[src/rtl/fp_producer_pkg.sv]
package fp_producer_pkg;
    localparam int DEF_REGS   = 8;
    localparam int DEF_TAG_W  = 4;
    localparam int DEF_DATA_W = 32;
endpackage

[src/rtl/fp_producer_entry.sv]
module fp_producer_entry #(
    parameter int TAG_W  = 4,
    parameter int DATA_W = 32
) (
    input  logic              clk,
    input  logic              rst_n,
    input  logic              iss_hit,
    input  logic [TAG_W-1:0]  iss_tag,
    input  logic              cdb_valid,
    input  logic [TAG_W-1:0]  cdb_tag,
    input  logic [DATA_W-1:0] cdb_value,
    output logic              busy_o,
    output logic [TAG_W-1:0]  tag_o,
    output logic [DATA_W-1:0] value_o
);
    typedef struct packed {
        logic              busy;
        logic [TAG_W-1:0]  tag;
        logic [DATA_W-1:0] value;
    } entry_t;

    entry_t st_d, st_q;
    logic   wb_match;

    always_comb begin
        st_d     = st_q;
        wb_match = cdb_valid && st_q.busy && (st_q.tag == cdb_tag);
        if (wb_match) begin
            st_d.value = cdb_value;
            st_d.busy  = 1'b0;
        end
        if (iss_hit) begin
            st_d.busy = 1'b1;
            st_d.tag  = iss_tag;
        end
    end

    always_ff @(posedge clk) begin
        if (!rst_n) st_q <= '0;
        else        st_q <= st_d;
    end

    assign busy_o  = st_q.busy;
    assign tag_o   = st_q.tag;
    assign value_o = st_q.value;


    issue_records_tag_chk: assert property (@(posedge clk) disable iff (!rst_n)
        iss_hit |=> (busy_o && tag_o == $past(iss_tag)));


    writeback_clears_chk: assert property (@(posedge clk) disable iff (!rst_n)
        (cdb_valid && busy_o && tag_o == cdb_tag && !iss_hit)
        |=> (!busy_o && value_o == $past(cdb_value)));


    stale_result_ignored_chk: assert property (@(posedge clk) disable iff (!rst_n)
        (cdb_valid && busy_o && tag_o != cdb_tag)
        |=> (value_o == $past(value_o)));
endmodule

[src/rtl/fp_producer_lookup.sv]
module fp_producer_lookup #(
    parameter int REGS   = 8,
    parameter int TAG_W  = 4,
    parameter int DATA_W = 32,
    localparam int SEL_W = $clog2(REGS)
) (
    input  logic [SEL_W-1:0]             sel,
    input  logic [REGS-1:0]              busy,
    input  logic [REGS-1:0][TAG_W-1:0]   tags,
    input  logic [REGS-1:0][DATA_W-1:0]  values,
    input  logic                         cdb_valid,
    input  logic [TAG_W-1:0]             cdb_tag,
    input  logic [DATA_W-1:0]            cdb_value,
    output logic                         pending,
    output logic [TAG_W-1:0]             tag,
    output logic [DATA_W-1:0]            value
);
    logic bypass;

    always_comb begin
        tag     = tags[sel];
        bypass  = busy[sel] && cdb_valid && (cdb_tag == tags[sel]);
        pending = busy[sel] && !bypass;
        value   = bypass ? cdb_value : values[sel];
    end
endmodule

[src/rtl/fp_producer_table.sv]
module fp_producer_table
    import fp_producer_pkg::*;
#(
    parameter int REGS   = DEF_REGS,
    parameter int TAG_W  = DEF_TAG_W,
    parameter int DATA_W = DEF_DATA_W,
    localparam int SEL_W = $clog2(REGS)
) (
    input  logic              clk,
    input  logic              rst_n,
    input  logic              iss_valid,
    input  logic [SEL_W-1:0]  iss_dst,
    input  logic [TAG_W-1:0]  iss_tag,
    input  logic [SEL_W-1:0]  iss_src_a,
    input  logic [SEL_W-1:0]  iss_src_b,
    output logic              src_a_pending,
    output logic [TAG_W-1:0]  src_a_tag,
    output logic [DATA_W-1:0] src_a_value,
    output logic              src_b_pending,
    output logic [TAG_W-1:0]  src_b_tag,
    output logic [DATA_W-1:0] src_b_value,
    input  logic              cdb_valid,
    input  logic [TAG_W-1:0]  cdb_tag,
    input  logic [DATA_W-1:0] cdb_value
);
    logic [REGS-1:0]             busy;
    logic [REGS-1:0][TAG_W-1:0]  tags;
    logic [REGS-1:0][DATA_W-1:0] values;

    for (genvar g = 0; g < REGS; g++) begin : g_entry
        fp_producer_entry #(.TAG_W(TAG_W), .DATA_W(DATA_W)) u_entry (
            .clk       (clk),
            .rst_n     (rst_n),
            .iss_hit   (iss_valid && (iss_dst == SEL_W'(g))),
            .iss_tag   (iss_tag),
            .cdb_valid (cdb_valid),
            .cdb_tag   (cdb_tag),
            .cdb_value (cdb_value),
            .busy_o    (busy[g]),
            .tag_o     (tags[g]),
            .value_o   (values[g])
        );
    end

    fp_producer_lookup #(.REGS(REGS), .TAG_W(TAG_W), .DATA_W(DATA_W)) u_look_a (
        .sel(iss_src_a), .busy(busy), .tags(tags), .values(values),
        .cdb_valid(cdb_valid), .cdb_tag(cdb_tag), .cdb_value(cdb_value),
        .pending(src_a_pending), .tag(src_a_tag), .value(src_a_value)
    );

    fp_producer_lookup #(.REGS(REGS), .TAG_W(TAG_W), .DATA_W(DATA_W)) u_look_b (
        .sel(iss_src_b), .busy(busy), .tags(tags), .values(values),
        .cdb_valid(cdb_valid), .cdb_tag(cdb_tag), .cdb_value(cdb_value),
        .pending(src_b_pending), .tag(src_b_tag), .value(src_b_value)
    );


    no_stale_tag_chk: assert property (@(posedge clk) disable iff (!rst_n)
        src_a_pending |-> !(cdb_valid && cdb_tag == src_a_tag));


    issue_wins_collision_chk: assert property (@(posedge clk) disable iff (!rst_n)
        (iss_valid && cdb_valid && iss_src_a == iss_dst && src_a_value == cdb_value
         && !src_a_pending && busy[iss_dst])
        |=> (busy[$past(iss_dst)] && tags[$past(iss_dst)] == $past(iss_tag)));
endmodule

[config.mk]
export PLATFORM = sky130hd
export DESIGN_NAME = fp_producer_table
export DESIGN_NICKNAME = d
export VERILOG_FILES = /design/src/rtl/fp_producer_pkg.sv /design/src/rtl/fp_producer_entry.sv /design/src/rtl/fp_producer_lookup.sv /design/src/rtl/fp_producer_table.sv
export SDC_FILE = /design/constraint.sdc
export NUM_CORES = 1
export LEC_CHECK = 0
export BUFFER_PORTS_ARGS = -buffer_cell sky130_fd_sc_hd__buf_2
export CAP_MARGIN = 20
export CORE_MARGIN = 2
export CORE_UTILIZATION = 40
export DETAILED_ROUTE_END_ITERATION = 10
export PLACE_DENSITY = 0.62
export SLEW_MARGIN = 20
export SYNTH_ARGS = -nofsm -noshare
export SYNTH_HDL_FRONTEND = slang
export SYNTH_HIERARCHICAL = 1
export SYNTH_SLANG_ARGS = --single-unit
[constraint.sdc]
create_clock -name clk -period 6.6 [get_ports clk]
set_input_delay 1.32 -clock clk [delete_from_list [all_inputs] [get_ports clk]]
set_output_delay 1.32 -clock clk [all_outputs]
set_load 0.005 [all_outputs]
# After elaboration in Yosys (flattened, before gate mapping)
# Cells that the tools add are included.
[classes] n_mux=30 n_eq_ne=17 order_cmp=2 n_reduce_logical=41
[ops] operator="binary-select mux 32 bit (select 3 bit)" n=2
[ops] operator="2-to-1 mux 32 bit" n=4
[ops] operator="equality test 4 bit" n=10
[ops] operator="2-to-1 mux 5 bit" n=8
[ops] operator="logical AND 1 bit" n=30
[ops] operator="binary-select mux 4 bit (select 3 bit)" n=2
[ops] operator="nonzero test 2 bit" n=8
[ops] operator="equality test 3 bit, second input constant" n=4
[ops] operator="2-to-1 mux 1 bit" n=10
[ops] operator="< comparator 3 x 4 -> 1 bit, second input constant" n=2
[ops] operator="2-to-1 mux 4 bit" n=2
[ops] operator="binary-select mux 1 bit (select 3 bit)" n=2
[ops] operator="equality test 3 x 2 -> 1 bit, second input constant" n=2
[ops] operator="equality test 3 x 1 -> 1 bit, second input constant" n=1
[ops] operator="logical NOT 3 bit" n=1
[ops] operator="logical NOT 1 bit" n=2
[word_totals] regBits=296 output_inout_bits=74 input_bits=53 word_cells=114

# Logic depth before layout (Yosys ltp)
# Gate-level depths: netlist of the first run.
[logic_depth] ltp_word=6 depth_mapped=9 depth_no_buf=6

# Modules after synthesis
# The synthesis of the first run kept the hierarchy.
[by_module_without_submodules] mod="fp_producer_entry" area_each_um2=1540.2 cells_each=164 n_inst=8 seq_area_each_um2=740.7
[by_module_without_submodules] mod="fp_producer_lookup" area_each_um2=2702.6 cells_each=191 n_inst=2 seq_area_each_um2=0.0
[by_module_without_submodules] mod="fp_producer_table" area_each_um2=96.3 cells_each=8 n_inst=1 seq_area_each_um2=0.0

# Worst setup path after synthesis of the first run
# OpenSTA, ideal clock, no wires.
[synth_path] path_type="in2out" from="input iss_src_a[0]" to="output src_a_value[10]" n_path_buf=2 setup_slack_ns=1.952 arrival_time_ns=3.328 path_stages=8 required_ns=5.280 path_cell_list="buf_2 mux2i_1 mux4_1 xor2_1 nand2_1 nor4b_4 buf_6 mux2_2"
[synth_via] elab_chain_cells=5 elab_cells_between_ends=10 cone_classes="1 x eq/ne; 7 x mux; 2 x reduce/logical"
[synth_rtl] item="from (decl)" line_no="fp_producer_table.sv:14" source="input logic [SEL_W-1:0] iss_src_a,"
[synth_rtl] item="binary-select mux 4 bit (select 3 bit) or binary-select mux 1 bit (select 3 bit) (tied branches)" line_no="fp_producer_lookup.sv:22" source="bypass = busy[sel] && cdb_valid && (cdb_tag == tags[sel]);"
[synth_rtl] item="2-to-1 mux 4 bit (implied by the code) or 2-to-1 mux 1 bit (tied branches)" line_no="fp_producer_lookup.sv:22"
[synth_rtl] item="equality test 4 bit or logical AND 1 bit (tied branches)" line_no="fp_producer_lookup.sv:22"
[synth_rtl] item="logical AND 1 bit" line_no="fp_producer_lookup.sv:22"
[synth_rtl] item="2-to-1 mux 32 bit *" line_no="fp_producer_lookup.sv:24" source="value = bypass ? cdb_value : values[sel];"
[synth_rtl] item="to (decl)" line_no="fp_producer_table.sv:18" source="output logic [DATA_W-1:0] src_a_value,"
# Every way passes the cells marked *; elsewhere a longest branch is shown, timed or not. The select of a mux whose other input is x is not followed.

# Worst setup path after layout of the first run
[layout_path] from="input iss_src_a[2]" to="output src_a_value[14]"
# Same word-level chain as after synthesis.

==> results of run 1 <==
## through the flow
step	setup WS (ps)	instances	area (um2)	hold slack (ps)
2_1_floorplan	1952	1702	17820	444.6
3_3_place_gp	1061	2290	18310	450.7
3_5_place_dp	1019	2290	18310	459.1
4_1_cts	998.1	2356	19650	468.6
5_1_grt	933.2	2356	19650	485.7
6_report	1050	2356	19650	468.1
## state kept, by name, summed over array words and instances, names as in the netlist
name and count:
g_entry.u_entry/tag_o 32, g_entry.u_entry/busy_o 8, g_entry.u_entry/value_o 256
## metal layers
metal  global-route usage, %  wire length, um  vias to the layer above
met2                   34.16            22520                      307
met5                       0                0                        -
met1                   26.14            21020                     6327
met4                   6.414             1007                        0
li1                        -                -                     6067
met3                   3.156             2238                       64
## layout by cell type, fill, tap and decap left out, types with 5 or more instances in the layout
cell type,Yosys,routed
and2_1,8,8
bufinv_16,0,5
nand2_1,516,516
nor2b_1,34,34
xor2_1,14,14
o211ai_1,8,8
or4b_2,0,8
clkbuf_8,0,12
a31o_2,8,8
mux2i_1,318,318
buf_2,18,121
mux4_2,134,134
o22ai_1,8,8
clkbuf_16,0,39
buf_4,2,24
dfxtp_1,296,296
inv_1,30,30
mux2_2,128,128
a222oi_1,8,8
## area by class of cell
| type | count | area (um2) | share of cell area (%) |
|---|---|---|---|
| clock buffers | 55 | 1156 | 5.883 |
| clock inverters | 11 | 186.4 | 0.9487 |
| inverters | 30 | 112.6 | 0.5730 |
| multi-input cells | 1224 | 10690 | 54.39 |
| flip-flops and latches | 296 | 5926 | 30.15 |
| well taps | 592 | 740.7 | 3.769 |
| repair buffers | 148 | 840.8 | 4.279 |
## final timing paths
kind,startpoint,endpoint,slack [ps]
worst max-delay path,iss_src_a[2],src_a_value[14],1050
worst min-delay path,g_entry[2].u_entry/value_o[15],g_entry[2].u_entry/value_o[15],470
worst max register to register,g_entry[4].u_entry/tag_o[3],g_entry[4].u_entry/busy_o,3930
worst min register to register,g_entry[2].u_entry/value_o[15],g_entry[2].u_entry/value_o[15],470
## worst max-delay path, stage by stage
cell	delay [ps]
buf_2	540
mux2i_1	200
mux4_2	530
xor2_1	150
nand2_1	110
nor4b_4	260
buf_4	530
mux2_2	400
buf_2	130
## cells by family (layout without fill, tap and decap cells)
| family | Yosys count | in the layout | synth area share (%) |
|---|---|---|---|
| AND/OR/NAND/NOR | 584 | 584 | 13.81 |
| XOR/XNOR | 16 | 16 | 0.7863 |
| AO/OA/AOI/OAI | 36 | 36 | 1.657 |
| flip-flops | 296 | 296 | 33.25 |
| multiplexers | 588 | 588 | 43.72 |
| buffers and inverters | 182 | 244 | 6.781 |
## power groups by stage
stage	Combinational, W	Sequential [W]	Clock (W)
after floorplan	0.000222	0.00184	0
after global placement	0.000320	0.00184	0
after detailed placement	0.000326	0.00184	0
after CTS	0.000327	0.00181	0.00225
after global routing	0.000355	0.00181	0.00233
final	0.000326	0.00181	0.00221
==> summary.txt, run 1 <==
Power and ir drop
  – Net Sw Frac: roughly a quarter
  – Worst VDD drop: about 0.15 mV
  – Register share of total power: 41.6%
  – Clock power frac: about half
  – Static Leak: 9.328 nW
  – Comb power frac: 7.5%
  – Final Total Pwr: roughly 0.0043 W
  – Power Dens Cells: about 220 nW/um2
  – Switching power: just over 0.001 W
  – Int Pwr: approximately 0.0033 W

Synth
  – Net Count, Synth: about 1800
  – Seq/Total Area, Yosys: between 30% and 40%
  – Number of synthesized flops with an enable pin: 0
  – Synth cell types: 33
  – Cell count after synthesis: 1702
  – Ys Warns: 6
  – Most common cell in the netlist: nand2_1
  – Most area-consuming cells after synthesis: dfxtp_1 (33%), mux2i_1 (18%), mux4_2 (17%)
  – Synth Register Bits: a little under 300
  – Synth top area share: between 30% and 40%
  – Synth area leader: dfxtp_1
  – Prevailing post-synth register cell: dfxtp_1
  – Avg Inst Size Synth: between 10 and 15 um2
  – Synth top cells by count: nand2_1 (516), mux2i_1 (318), dfxtp_1 (296), mux4_2 (134), mux2_2 (128)
  – Netlist Area Pre-Place: around 18000 um2
  – Fraction of registers with async set/reset: 0%

Layout
  – Fill cell count: between 4000 and 5000
  – Fin util: 44.54%
  – Layout Nets: ~1800
  – Layout cells sized above 1: 28.23%
  – Area Overhead vs Synth: 10.26%
  – Antenna cells: 0

Global route
  – Grt ovf: 0
  – Vias in the first global route: around 13000
  – GRT Resource Usage Total: between 20% and 30%
  – Initial antenna violation count: 0
  – First-pass GRT wire length: between 70 and 80 mm
  – Largest net degree at the start of global routing: between 150 and 200

Floorplan
  – Die Y: between 200 and 250 um
  – Initial core utilization: slightly above 40%
  – Die area: 46260 um2
  – # IOs: approximately 130
  – Die width: 215.1 um
  – Std cell rows: 77
  – Core region area: 44120 um2

STA
  – Final setup viols: 0
  – Fmax: 180.2 MHz
  – Slew Limit Fails: 0
  – Setup TNS: 0 ps
  – RSZ-0062 raised after global routing: no
  – Hold Vio Cnt, Final: 0
  – Clock skew: around 24 ps
  – Period utilisation layout: between 80% and 90%
  – Max_slew headroom: a little over a quarter
  – Worst Tran Pin Value: roughly 1100 ps
  – Fin crit period: roughly 5600 ps

CTS
  – Clock Latency Late Sink: approximately 550 ps
  – Htree depth: 2
  – CTS tree: done
  – Clock Sinks: between 200 and 300
  – CTS Buffer Depth: 3
  – Post-CTS sizing: 0
  – Clk slew on worst S/H paths: ~60 ps
  – Post-CTS Setup Bufs: 0
  – Hold_buf cts: 0
  – Num CTS Buffers: 37
  – Root Driver: clkbuf_16

Critical path
  – R2R cell count: 5
  – CP startpoint kind: input pin
  – Critical path class: in -> out
  – CP required: approximately 5300 ps
  – CP endpoint kind: primary output
  – Crit-path max FO: 33
  – Crit path DAT: between 4000 and 5000 ps

Hold path
  – Hold Path Depth: 2
  – HP Class: reg -> reg

Run
  – Max-cap viol count: 0

Drt
  – Drc violations: 0
  – Routed Antenna Nets: 0
  – Vias/cell: approximately 5.4
  – Via count: ~13000
  – Initial DRT Pass Iterations: 7
  – Iteration-0 DRC Markers: 869
  – WL/cell: 19.86 um
  – WL final: 46.78 mm

Place
  – Gpl congestion: 0.7964
  – Port Buffer Count: 126
  – DP HPWL: around 27 mm

Outcome
  – Outcome: complete, no violations
No activity file was read; power rests on OpenSTA's default activity.
==> run 2: changes to the inputs <==
Settings changed: PLACE_DENSITY 0.62 to 0.64.
Clock period 6.6 ns to 4.85 ns, I/O delays scaled along.
==> summary.txt, run 2 (synthesis gave the netlist of run 1 again) <==
Floorplan
  – Core region area: around 44000 um2
  – # IOs: 127
  – Die area: ~46000 um2
  – Die width: between 200 and 250 um
  – Std cell rows: slightly below 80
  – Die Y: between 200 and 250 um
  – Initial core utilization: between 40 and 50%

Critical path
  – Delay-heaviest family, CP: buffers and inverters
  – Slowest stage cell, crit path: buf_4
  – Critical path class: in -> out
  – R2R cell count: 5
  – CP startpoint kind: input pin
  – Reg2Reg Setup Slack: ~2300 ps
  – RR Endpoint: g_entry[4].u_entry/value_o[18]
  – CP required: 3880 ps
  – WP buf/inv: 4
  – CP most frequent cell: buf_4
  – Number of cells on the critical path: 9
  – R2R Path Start: g_entry[4].u_entry/tag_o[3]
  – Crit path DAT: 3560 ps
  – Crit-path max FO: 55
  – CP endpoint kind: primary output
  – Worst path max stage delay: slightly above 700 ps
  – Critical Path, Cell by Cell: buf_4, buf_4, nand3_1, o211a_1, xnor2_1, nor4b_4, buf_12, mux2_2, buf_2

STA
  – Final setup viols: 0
  – Slew Limit Fails: 0
  – Period utilisation layout: roughly 93%
  – Hold Vio Cnt, Final: 0
  – RSZ-0062 raised after global routing: no
  – Fmax: ~220 MHz
  – Clock skew: approximately 13 ps
  – Hold_ws: 467.7 ps
  – Setup TNS: 0 ps
  – Fin crit period: between 4000 and 5000 ps
  – Worst Tran Pin Value: 1109 ps
  – Max_slew headroom: 26.10%

Layout
  – Layout cells sized above 1: about 28%
  – Antenna cells: 0
  – Max reg flops: 256
  – Area Overhead vs Synth: 9.912%
  – Fin util: 44.40%
  – Layout Cells excl Fill: approximately 2400
  – Fill cell count: 4198
  – Layout Nets: 1794
  – Most frequent cells in the layout: nand2_1 (516), mux2i_1 (318), dfxtp_1 (296)
  – Commonest non-fill, non-tap cell in the layout: nand2_1

CTS
  – Clk slew on worst S/H paths: ~60 ps
  – Num CTS Buffers: 35
  – Hold_buf cts: 0
  – CTS tree: done
  – Htree depth: 2
  – Clock Sinks: about 300
  – Root Driver: clkbuf_16
  – Clock Latency Late Sink: between 500 and 600 ps
  – Post-CTS Setup Bufs: 0
  – Post-CTS sizing: 0
  – CTS Buffer Depth: 3

Hold path
  – HP Class: reg -> reg
  – WHS Endpoint: g_entry[6].u_entry/value_o[29]
  – Hold Path Depth: 2
  – Worst Min Path Start: g_entry[6].u_entry/value_o[29]

Global route
  – Vias in the first global route: 12880
  – Largest net degree at the start of global routing: approximately 160
  – Grt ovf: 0
  – First-pass GRT wire length: roughly 72 mm
  – Initial antenna violation count: 0
  – GRT Resource Usage Total: 19.64%

Drt
  – Via count: approximately 13000
  – Initial DRT Pass Iterations: 5
  – WL final: roughly 46 mm
  – Vias/cell: roughly 5.4
  – Iteration-0 DRC Markers: 902
  – WL/cell: around 20 um
  – Routed Antenna Nets: 0
  – Drc violations: 0

Run
  – Max-cap viol count: 0

Power and ir drop
  – Worst VDD drop: approximately 0.17 mV
  – Final Total Pwr: about 0.0056 W
  – Static Leak: ~9.3 nW
  – Power Dens Cells: 288.2 nW/um2

Place
  – Gpl congestion: approximately 0.82
  – DP HPWL: about 28 mm
  – Placed Instances: 2296
  – Port Buffer Count: around 130

Outcome
  – Outcome: complete, no violations
-- run 2: cell count changes in the layout (fill, tap and decap cells not counted), sizes merged --
cell,before,now
bufinv,5,4
buf,148,154
clkinv,4,8
clkbuf,55,48
clkinvlp,1,3
-- run 2: per-stage QoR --
step / instance area (um2) / worst slack, ps
2_1_floorplan: 17820 / 901.7
3_3_place_gp: 18390 / 408.9
3_5_place_dp: 18390 / 319.6
4_1_cts: 19590 / 313.0
5_1_grt: 19590 / 153.6
6_report: 19590 / 315.9
-- run 2: how the worst max path moves through the flow --
stage	slack, ps	to	startpoint
detailed placement	320	src_b_value[24]	iss_src_b[1]
global route	150	src_b_value[16]	iss_src_b[1]
CTS	310	src_b_value[24]	iss_src_b[1]
floorplan	900	src_a_value[10]	iss_src_a[0]
finish	320	src_b_value[14]	iss_src_b[1]
global placement	410	src_b_value[13]	iss_src_b[1]
-- run 2: final cells by class --
class                      count  area, um2  area share [%]
clock buffer                  48      996.0           5.084
clock inverter                16      202.7           1.035
inverter                      30      112.6          0.5748
multi-input combinational   1224      10690           54.56
sequential                   296       5926           30.25
tap                          592      740.7           3.781
timing repair buffer         154      923.4           4.714
-- run 2: worst register-to-register path, cell delays in order, from the launching register on --
cell and delay (ps):
dfxtp_1 390, inv_1 100, a222oi_1 290, or4b_2 1110
buf_4 440, mux2i_1 160
-- run 2: layer usage --
layer / wire length, um / track usage [%]
met1: 20570 / 25.66
met2: 22430 / 33.94
met3: 2121 / 2.902
met5: 0 / 0
met4: 833 / 5.310
-- run 2: where the power goes --
part / leakage [nW] / switching, W / internal (W)
clock network: 0.584 / 0.00108 / 0.00166
logic: 6.32 / 0.000284 / 0.000163
registers: 2.38 / 0.0000140 / 0.00244
==> run 3: changes to the inputs <==
Settings changed: HOLD_SLACK_MARGIN from default to 0.02, PLACE_DENSITY 0.64 to 0.62.
Clock period 4.85 ns to 5.6 ns, I/O delays scaled along.
==> summary.txt, run 3 (synthesis gave the netlist of run 1 again) <==
STA
  – Slew Limit Fails: 0
  – Hold Vio Cnt, Final: 0
  – Final setup viols: 0
  – RSZ-0062 raised after global routing: no
  – Period utilisation layout: approximately 89%
  – Fmax: between 200 and 250 MHz
  – Fin crit period: ~5000 ps
  – Worst Tran Pin Value: about 960 ps
  – Max_slew headroom: roughly 36%
  – Clock skew: roughly 20 ps
  – Setup TNS: 0 ps

Critical path
  – Crit path DAT: between 3000 and 4000 ps
  – CP required: 4480 ps
  – CP startpoint kind: input pin
  – Crit-path max FO: 33
  – Crit path from: iss_src_b[2]
  – RR Endpoint: g_entry[3].u_entry/busy_o
  – R2R cell count: 5
  – Critical path class: in -> out
  – Reg2Reg Setup Slack: roughly 3300 ps
  – R2R Path Start: g_entry[3].u_entry/tag_o[3]
  – CP endpoint kind: primary output

Global route
  – First-pass GRT wire length: between 70 and 80 mm
  – Largest net degree at the start of global routing: 224
  – GRT Resource Usage Total: between 20% and 30%
  – Initial antenna violation count: 0
  – Vias in the first global route: around 13000
  – Grt ovf: 0

Layout
  – Area Overhead vs Synth: 9.666%
  – Fin util: between 40% and 50%
  – Commonest non-fill, non-tap cell in the layout: nand2_1
  – Most frequent cells in the layout: nand2_1 (516), mux2i_1 (318), dfxtp_1 (296)
  – Layout Nets: around 1800
  – Layout Cells excl Fill: between 2000 and 2500
  – Layout cells sized above 1: 27.93%
  – Max reg flops: about 260
  – Layout Cell Area excl Fill: about 20000 um2
  – Antenna cells: 0

Floorplan
  – Std cell rows: 77
  – Initial core utilization: 40.39%
  – Core region area: around 44000 um2
  – # IOs: around 130
  – Die Y: roughly 220 um
  – Die width: between 200 and 250 um
  – Die area: between 40000 and 50000 um2

CTS
  – CTS tree: done
  – Htree depth: 2
  – Post-CTS Setup Bufs: 0
  – Clock Latency Late Sink: between 500 and 600 ps
  – Root Driver: clkbuf_16
  – Post-CTS sizing: 0
  – Hold_buf cts: 0
  – Num CTS Buffers: 37
  – Clk slew on worst S/H paths: roughly 60 ps
  – Clock Sinks: roughly 300
  – CTS Buffer Depth: 3

Drt
  – Drc violations: 0
  – Routed Antenna Nets: 0
  – Via count: 12810
  – WL final: approximately 47 mm
  – Iteration-0 DRC Markers: 921
  – Initial DRT Pass Iterations: 6
  – WL/cell: around 20 um
  – Vias/cell: approximately 5.4

Power and ir drop
  – Worst VDD drop: 0.1781 mV
  – Static Leak: 9.268 nW
  – Power Dens Cells: 251.3 nW/um2

Place
  – Placed Instances: 2293
  – Placed Area: around 18000 um2
  – Port Buffer Count: about 130
  – Gpl congestion: between 0.8 and 0.9
  – DP HPWL: around 28 mm

Hold path
  – WHS Endpoint: g_entry[2].u_entry/value_o[21]
  – Hold Path Depth: 2
  – Worst Min Path Start: g_entry[2].u_entry/value_o[21]
  – HP Class: reg -> reg

Run
  – Max-cap viol count: 0

Outcome
  – Outcome: complete, no violations
## run 3: worst max path at each step
stage,end
after floorplan,src_a_value[10]
after global placement,src_b_value[31]
after detailed placement,src_b_value[12]
after CTS,src_b_value[12]
after global routing,src_b_value[12]
final,src_b_value[12]
## run 3: layout make-up
class                   count  area, um2
inverters                  30      112.6
multi-input cells        1224      10690
repair buffers            151      863.3
well taps                 592      740.7
clock inverters            13      196.4
clock buffers              51       1018
flip-flops and latches    296       5926
fillers                  4245      24580
## run 3: per-stage QoR
step	power (W)	worst slack [ps]	hold slack, ps
global placement	0.002552	655.8	451.0
finish	0.004912	605.1	466.4
detailed placement	0.002560	596.1	461.7
CTS	0.004978	584.7	469.5
global route	0.005095	490.8	489.1
floorplan	0.002431	1352	444.6
## run 3: worst max-delay path: stages
cell     delay (ps)
buf_2           260
buf_4           470
mux2i_1         140
a22oi_1         230
o211a_1         200
xnor2_1         130
nor4b_4         220
buf_4           520
mux2_2          410
buf_2           130
## run 3: power breakdown
part	total [W]	leakage, nW	switching, W	internal, W
clock	0.00240	0.587	0.000938	0.00146
sequential	0.00213	2.38	0.0000126	0.00212
combinational	0.000384	6.30	0.000245	0.000139
## run 3: layer usage
layer	wire (um)	track usage (%)
met1	20530	25.86
met4	1607	8.069
met2	22430	34.01
met5	0	0
met3	2158	2.788
